`src/rtl/uring_pkg.sv`:
```
package uring_pkg;

    // Transmit-service enable state
    typedef enum logic {
        REQ_OFF = 1'b0,
        REQ_ON  = 1'b1
    } req_state_e;

    // Per-cycle transmit decision
    typedef struct packed {
        logic bypass;   // write handed straight to transmitter
        logic push;     // write enqueued
        logic pop;      // oldest queued byte handed to transmitter
        logic reject;   // write refused, queue full
        logic req_off;  // free transmitter found queue empty
    } tx_act_t;

    // Advance a ring position by masking (constant time, no compare)
    function automatic logic [15:0] ring_next(input logic [15:0] pos,
                                              input logic [15:0] mask);
        return (pos + 16'd1) & mask;
    endfunction

endpackage

```
`src/rtl/uring_store.sv`:
```
module uring_store #(
    parameter int DEPTH = 16,
    parameter int W     = 8
) (
    input  logic                       clk,
    input  logic                       rst,
    input  logic                       flush,
    input  logic                       push,
    input  logic [W-1:0]               push_data,
    input  logic                       pop,
    output logic [W-1:0]               head_data,
    output logic [$clog2(DEPTH)-1:0]   count,
    output logic                       empty,
    output logic                       full
);
    import uring_pkg::*;

    localparam int              IDX_W = $clog2(DEPTH);
    localparam logic [IDX_W-1:0] MASK = IDX_W'(DEPTH - 1);
    localparam logic [IDX_W-1:0] CAP  = MASK;   // one slot stays free

    logic [W-1:0]     slots [DEPTH];
    logic [IDX_W-1:0] wr_pos, rd_pos, fill;
    logic             push_ok, pop_ok;

    assign push_ok = push && (fill != CAP);
    assign pop_ok  = pop  && (fill != '0);

    always_ff @(posedge clk) begin
        if (rst || flush) begin
            wr_pos <= '0;
            rd_pos <= '0;
            fill   <= '0;
        end else begin
            if (push_ok)
                wr_pos <= IDX_W'(ring_next(16'(wr_pos), 16'(MASK)));
            if (pop_ok)
                rd_pos <= IDX_W'(ring_next(16'(rd_pos), 16'(MASK)));
            unique case ({push_ok, pop_ok})
                2'b10:   fill <= fill + 1'b1;
                2'b01:   fill <= fill - 1'b1;
                default: fill <= fill;
            endcase
        end
    end

    always_ff @(posedge clk) begin
        if (push_ok)
            slots[wr_pos] <= push_data;
    end

    assign head_data = slots[rd_pos];
    assign count     = fill;
    assign empty     = (fill == '0);
    assign full      = (fill == CAP);

endmodule

```
`src/rtl/uring_tx_ctrl.sv`:
```
module uring_tx_ctrl #(
    parameter int W = 8
) (
    input  logic         clk,
    input  logic         rst,
    input  logic         flush,
    input  logic         cpu_wr,
    input  logic [W-1:0] cpu_data,
    input  logic         core_free,
    input  logic         q_empty,
    input  logic         q_full,
    input  logic [W-1:0] q_head,
    output logic         q_push,
    output logic         q_pop,
    output logic         core_valid,
    output logic [W-1:0] core_data,
    output logic         req_en,
    output logic         wr_err
);
    import uring_pkg::*;

    req_state_e req_q, req_d;
    tx_act_t    act;
    logic       err_q;

    always_comb begin
        act.bypass  = cpu_wr && q_empty && core_free;
        act.pop     = (req_q == REQ_ON) && !q_empty && core_free;
        act.push    = cpu_wr && !act.bypass && !q_full;
        act.reject  = cpu_wr && q_full;
        act.req_off = (req_q == REQ_ON) && q_empty && core_free;
    end

    always_comb begin
        req_d = req_q;
        if (flush)
            req_d = REQ_OFF;
        else if (act.push)
            req_d = REQ_ON;
        else if (act.req_off)
            req_d = REQ_OFF;
    end

    always_ff @(posedge clk) begin
        if (rst) begin
            req_q <= REQ_OFF;
            err_q <= 1'b0;
        end else begin
            req_q <= req_d;
            err_q <= act.reject;
        end
    end

    // Offer depends only on queue state and the write, never on core_free
    assign core_valid = (cpu_wr && q_empty) || ((req_q == REQ_ON) && !q_empty);
    assign core_data  = q_empty ? cpu_data : q_head;
    assign q_push     = act.push;
    assign q_pop      = act.pop;
    assign req_en     = (req_q == REQ_ON);
    assign wr_err     = err_q;

endmodule

```
`src/rtl/uring_serial_buf.sv`:
```
module uring_serial_buf #(
    parameter int RX_DEPTH = 16,
    parameter int TX_DEPTH = 8,
    parameter int DATA_W   = 8
) (
    input  logic                        clk,
    input  logic                        rst,
    input  logic                        core_rx_valid,
    input  logic [DATA_W-1:0]           core_rx_data,
    input  logic                        cpu_rx_rd,
    input  logic                        flush_rx,
    output logic [DATA_W-1:0]           rx_peek_data,
    output logic                        rx_peek_valid,
    output logic [$clog2(RX_DEPTH)-1:0] rx_count,
    output logic                        rx_empty,
    output logic                        rx_full,
    input  logic                        cpu_tx_wr,
    input  logic [DATA_W-1:0]           cpu_tx_data,
    input  logic                        flush_tx,
    output logic                        cpu_tx_err,
    output logic [$clog2(TX_DEPTH)-1:0] tx_count,
    output logic                        tx_empty,
    output logic                        tx_full,
    output logic                        tx_req_en,
    input  logic                        core_tx_free,
    output logic                        core_tx_valid,
    output logic [DATA_W-1:0]           core_tx_data
);

    // Receive direction: every offered byte is presented to the store,
    // which refuses it when full, so a pending burst drains one per cycle.
    uring_store #(.DEPTH(RX_DEPTH), .W(DATA_W)) u_rx_store (
        .clk       (clk),
        .rst       (rst),
        .flush     (flush_rx),
        .push      (core_rx_valid),
        .push_data (core_rx_data),
        .pop       (cpu_rx_rd),
        .head_data (rx_peek_data),
        .count     (rx_count),
        .empty     (rx_empty),
        .full      (rx_full)
    );

    assign rx_peek_valid = !rx_empty;

    // Transmit direction
    logic              txq_push, txq_pop;
    logic [DATA_W-1:0] txq_head;

    uring_store #(.DEPTH(TX_DEPTH), .W(DATA_W)) u_tx_store (
        .clk       (clk),
        .rst       (rst),
        .flush     (flush_tx),
        .push      (txq_push),
        .push_data (cpu_tx_data),
        .pop       (txq_pop),
        .head_data (txq_head),
        .count     (tx_count),
        .empty     (tx_empty),
        .full      (tx_full)
    );

    uring_tx_ctrl #(.W(DATA_W)) u_tx_ctrl (
        .clk        (clk),
        .rst        (rst),
        .flush      (flush_tx),
        .cpu_wr     (cpu_tx_wr),
        .cpu_data   (cpu_tx_data),
        .core_free  (core_tx_free),
        .q_empty    (tx_empty),
        .q_full     (tx_full),
        .q_head     (txq_head),
        .q_push     (txq_push),
        .q_pop      (txq_pop),
        .core_valid (core_tx_valid),
        .core_data  (core_tx_data),
        .req_en     (tx_req_en),
        .wr_err     (cpu_tx_err)
    );

endmodule

```
`config.mk`:
```
export PLATFORM = sky130hd
export DESIGN_NAME = uring_serial_buf
export DESIGN_NICKNAME = d
export VERILOG_FILES = /design/src/rtl/uring_pkg.sv /design/src/rtl/uring_store.sv /design/src/rtl/uring_tx_ctrl.sv /design/src/rtl/uring_serial_buf.sv
export SDC_FILE = /design/constraint.sdc
export NUM_CORES = 1
export LEC_CHECK = 0
export CAP_MARGIN = 25
export CORE_MARGIN = 5
export CORE_UTILIZATION = 53
export DETAILED_ROUTE_END_ITERATION = 10
export GPL_TIMING_DRIVEN = 0
export PLACE_DENSITY = 0.82
export SLEW_MARGIN = 20
export SYNTH_ARGS = -nofsm -noshare
export SYNTH_HDL_FRONTEND = slang
export SYNTH_SLANG_ARGS = --single-unit
```
`constraint.sdc`:
```
create_clock -name clk -period 2.43 [get_ports clk]
set_input_delay 0.486 -clock clk [delete_from_list [all_inputs] [get_ports clk]]
set_output_delay 0.486 -clock clk [all_outputs]
set_load 0.01 [all_outputs]
```
-- Word-level counts from Yosys, hierarchy flattened
Memories as Yosys holds them, arrays and structs flattened. A register that Yosys moved wholly into a read port is not among the register bits.
Index checks and enable logic that the tools add are counted.
- register bits after elaboration: 23
- bits in writable memories: 192
- input bits: 24
- output and inout bits: 31
- word-level logic and storage cells: 67
- memories: 2
- memories (memory ; words ; width ; rd ports ; clocked after Yosys merged registers in ; write ports ; RTL line ; text):
    u_rx_store.slots ; 16 ; 8 ; 1 ; 1 ; 1 ; uring_store.sv:22 ; logic [W-1:0] slots [DEPTH];
    u_tx_store.slots ; 8 ; 8 ; 1 ; 1 ; 1 ; uring_store.sv:22 ;
- add/sub/neg operators: 8
- equal/unequal tests: 8
- muxes and demuxes: 13
- reductions and logical operators: 28
- operators with widths (kind ; number):
    $logic_and A1 B1 Y1 ; 13
    $add A4 B1 Y4 const B ; 3
    $add A3 B1 Y3 const B ; 3
    $mux W4 ; 2
    $mux W8 ; 1
    $pmux W4 S2 ; 1
    $mux W1 ; 6
    $mux W3 ; 2
    $pmux W3 S2 ; 1
    $reduce_bool A2 Y1 ; 3
    $eq A2 B1 Y1 const B ; 2
    $eq A2 B2 Y1 const B ; 2
    $eq A4 B4 Y1 const B ; 1
    $logic_not A1 Y1 ; 4
    $logic_not A4 Y1 ; 1
    $ne A4 B4 Y1 const B ; 1
    $reduce_bool A4 Y1 ; 1
    $sub A4 B1 Y4 const B ; 1
    $eq A3 B3 Y1 const B ; 1
    $logic_not A3 Y1 ; 1
    $logic_or A1 B1 Y1 ; 3
    $ne A3 B3 Y1 const B ; 1
    $reduce_bool A3 Y1 ; 1
    $sub A3 B1 Y3 const B ; 1
    $reduce_or A2 Y1 ; 1

-- Depth between registers and ports, before layout
- word-level depth: 9
- gate-level depth with buffers: 11
- gate-level depth less buffers: 10

-- Cells and area by module
A second synthesis with hierarchy kept.
- cells, all modules: 476
- area total of the unflattened synthesis: 9081.2 um^2
- by module, submodules not included (module ; instances ; cells an instance ; area an instance (um^2) ; seq. area each (um^2)):
    uring_store (u_rx_store) ; 1 ; 294 ; 5829.3 ; 4164.0
    uring_store (u_tx_store) ; 1 ; 160 ; 3030.4 ; 2162.1
    uring_tx_ctrl ; 1 ; 21 ; 217.7 ; 40.0
    uring_serial_buf ; 1 ; 1 ; 3.8 ; 0.0

-- Worst setup path after synthesis
OpenSTA, ideal clock, no wires.
- kind: input to register
- start: in core_tx_free
- end: reg u_tx_store.fill[2] (netlist: u_tx_store.count[2])
- library setup time: 0.071 ns
- arrival: 2.274 ns
- required time: 2.359 ns
- path slack: 0.085 ns
- stages: 8
- buffers on the path: 0
- cell sequence: or4b_4 nand3_2 ha_1 inv_1 fa_1 xor2_1 or3_1 a21oi_1
- word-level cells in the longest chain between the ends: 7
- elaborated cells on any way between the ends: 11
- those cells by class: eq/ne (2); mux (1); reduce/logical (8)
- ends and longest elaborated chain (element ; RTL line ; text):
    from (decl) ; uring_serial_buf.sv:25 ; input logic core_tx_free,
    $logic_and A1 B1 Y1 ; uring_tx_ctrl.sv:27 ; act.bypass = cpu_wr && q_empty && core_free;
    $logic_not A1 Y1 ; uring_tx_ctrl.sv:29 ; act.push = cpu_wr && !act.bypass && !q_full;
    $logic_and A1 B1 Y1 (2 in a row) ; uring_tx_ctrl.sv:29 ;
    $logic_and A1 B1 Y1 ; uring_store.sv:26 ; assign push_ok = push && (fill != CAP);
    $eq A2 B1 Y1 or $eq A2 B2 Y1 (tied branches) ; uring_store.sv:39 ; unique case ({push_ok, pop_ok})
    $pmux W3 S2 or $reduce_bool A2 Y1 (tied branches) ; - ;
    to (signal assigned) ; uring_store.sv:40 ; 2'b10: fill <= fill + 1'b1;
    to (signal assigned) ; uring_store.sv:41 ; 2'b01: fill <= fill - 1'b1;
    to (signal assigned) ; uring_store.sv:42 ; default: fill <= fill;
    to (decl) ; uring_store.sv:23 ; logic [IDX_W-1:0] wr_pos, rd_pos, fill;
Parallel ways exist; a longest one is shown, timed or not.
A chain may end at the register's enable or synchronous reset.

==> results.md <==
* Die H at 139 µm
* Mapped Nets at around 520
* Tcrit/Tclk final at 1.11
* Pwr/cell area at 739 nW/µm²
* Gr usage total at 0.197
* Hold-fix buffers at CTS at 0
* Root Driver: clkbuf_16
* YS warnings at 0
* GRT overflow at 0
* DPL Wire Length at 11.3 mm
* Clock sink total at 222
* Setup crit start kind: flop
* Most frequent cell after synthesis: edfxtp_1
* Hold Crit Class: in2reg
* Synth Flop Type: edfxtp_1
* Area grow syn2layout at 21.8%
* Critical Path Slowest Stage Cell: mux4_2
* Die Area at between 15,000 and 20,000 µm²
* DIE WIDTH at around 140 µm
* Failing checks: setup timing
* Vias per cell at around 5.8
* Final Skew at 0.0144 ns
* RSZ-0062 raised after global routing: yes
* Max incr delay on CP at 0.54 ns
* H-tree Lvls at 1
* Relative slew margins at 0.396
* CP max FO at 5
* Core area at 16,500 µm²
* Worst-Skew Late Latency at 0.50 ns
* TritonCTS clock tree: built
* Measured slew at the worst slew-check pin at 0.903 ns
* Critical Path AT at 2.21 ns
* Boundary Pins at 55
* Seq/Total Area, Yosys at 0.720
* Static leakage at roughly 0.0036 µW
* Largest net degree at the start of global routing at 17
* Buffers on Ports at 54
* Initial core utilization at 0.537
* Most frequent cells after synthesis: 192 x edfxtp_1, 41 x nor2_1, 34 x mux4_2, 30 x dfxtp_1, 28 x nand2_1
* Asr flop ratio synth at 0
* Mapped Area at slightly below 9000 µm²
* Status: complete, but fails checks
* Worst VDD drop at 0.000662 V
* Cells along the critical path: buf_8 -> buf_6 -> buf_16 -> mux4_2 -> a22oi_2 -> nand2_1 -> buf_2
* Initial antenna violation count at 0
* Fillers at ~1,100
* #FFs+latches synth at 222
* Post-route cell area at 10,800 µm²
* Worst setup EP type: output port
* Layout cells sized above 1 at 0.294
* Final net count at 625
* Global placement routability congestion at 0.846
* Pwr Total at about 8000 µW
* Max clock buf depth at 3
* EDFF count, synth at 192
* Total Wirelength at about 19 mm
* N_diodes at 0
* Global-route wire length before repair at 29.3 mm
* Via count of the first global-routing pass at 5,111
* DR vias at 4,800
* CP bufs+invs at 4
* Synth cell types at 41
* Register-to-register setup slack at ~0.060 ns
* Post-synth top area share at 0.652
* TNS Setup at -2.29 ns
* Post-Place Cell Area at 9720 µm²
* Setup WS pre-CTS at -0.658 ns
* Reg clk slew, reported paths at around 0.06 ns
* Family with the most delay on the worst path: multiplexers
* Clock period minus worst slack at 2.69 ns
* Slew Limit Fails at 0
* Avg Cell Area, Syn at about 18 µm²
* Cell Rows at 47
* Final setup fails at 16
* Router iterations before antenna repair at 7
* Wirelength per Cell at 22.9 µm
* FMAX at 371 MHz
* Final WS setup at -0.263 ns
* DR iter-0 viols at 545
* Hold WS at between 0.4 and 0.5 ns
* Antenna-violating nets left at 0
* Synth top area cells: edfxtp_1 65%, mux4_2 8.7%, dfxtp_1 6.8%
* Max_cap viols at 0
* Cells after Synth at 487
* TritonCTS Buffers at 23
* CP Data Required Time at roughly 1.9 ns
* Setup Crit Path Kind: reg2out
* DRC Markers at 0
* Final Hold Viols at 0
* Cell accounting for the most synthesized area: edfxtp_1
[power by group]
part	switching, µW	internal (µW)	total [µW]
registers	16.9	4170	4190
logic	196	160	356
clock network	1370	2050	3420
[cells by family after synthesis]
group           count (synthesis)  share of synthesized area
simple gates                  107                     0.0573
flops                         222                      0.720
buf+inv                        36                     0.0223
fa+ha+maj                      13                     0.0201
compound gates                 36                     0.0262
xor+xnor                       14                     0.0139
mux                            59                      0.141
[tightest hold or removal path, stage by stage]
cell	delay [ns]
dlymetal6s2s_1	0.15
nand4_1	0.09
xor2_1	0.06
nor2_1	0.11
[area by class of cell]
cell class,count,area (µm²),share of cell area
flip-flops and latches,222,6380,0.592
multi-input cells,229,2380,0.221
repair buffers,77,738,0.0685
clock buffers,36,686,0.0636
well taps,220,275,0.0256
plain buffers,22,200,0.0186
clock inverters,6,63.8,0.00592
inverters,13,52.6,0.00488
[metrics by stage]
| stage | instances | util |
|---|---|---|
| after detailed placement | 762 | 0.590 |
| after CTS | 824 | 0.653 |
| final | 825 | 0.654 |
| after floorplan | 487 | - |
| after global routing | 825 | 0.654 |
| after global placement | 761 | 0.587 |
[state kept, by name, indices dropped and copies added, names as in the netlist, 3 cells and up, named ones only]
name	count
u_tx_store.slots	64
u_tx_store.count	3
u_tx_store.wr_pos	3
u_rx_store.rd_pos	4
u_rx_store.count	4
u_rx_store.slots	128
u_tx_store.rd_pos	3
u_rx_store.wr_pos	4
[what timing repair did]
action	in CTS	in global routing
pin swaps	24	7
buffers inserted	18	2
endpoints found under the hold margin	0	0
resized for setup	134	17
setup endpoints to repair	22	23
cloned	3	0
[layout by cell type, fill, tap and decap left out, types with 3 or more instances in the layout]
master,synthesis,final
nor2_1,41,41
o21ai_1,0,7
buf_4,2,12
xor2_1,11,11
clkbuf_16,0,24
edfxtp_1,192,192
nand2_1,28,28
buf_12,0,7
clkbuf_1,8,15
dfxtp_1,30,20
nand2b_1,4,4
a21oi_1,7,6
buf_2,5,19
clkbuf_8,0,4
xnor2_1,3,3
buf_6,4,8
inv_1,13,12
a22oi_2,0,11
dfxtp_2,0,10
mux4_2,34,46
clkdlybuf4s50_1,0,33
nor3_2,0,8
a22oi_1,16,5
nand4_1,5,5
ha_1,11,9
mux2i_1,11,7
mux2i_2,0,4
clkdlybuf4s25_2,3,3
nand3_1,4,4
[worst paths after layout]
kind	end	depth (start not counted)	startpoint
worst min register to register	u_rx_store.count[3]	2	u_rx_store.count[3]
worst max-delay path	rx_peek_data[2]	7	flop
worst min-delay path	flop	4	core_tx_free
worst max register to register	u_tx_store.count[2]	8	u_tx_store.count[0]
[routing by layer]
metal | global-route usage | share of wire
met1 | 0.258 | 0.39
met2 | 0.340 | 0.51
met3 | 0.0372 | 0.071
met4 | 0.0597 | 0.026
met5 | 0 | 0
Power figures use the tool's default switching activity.
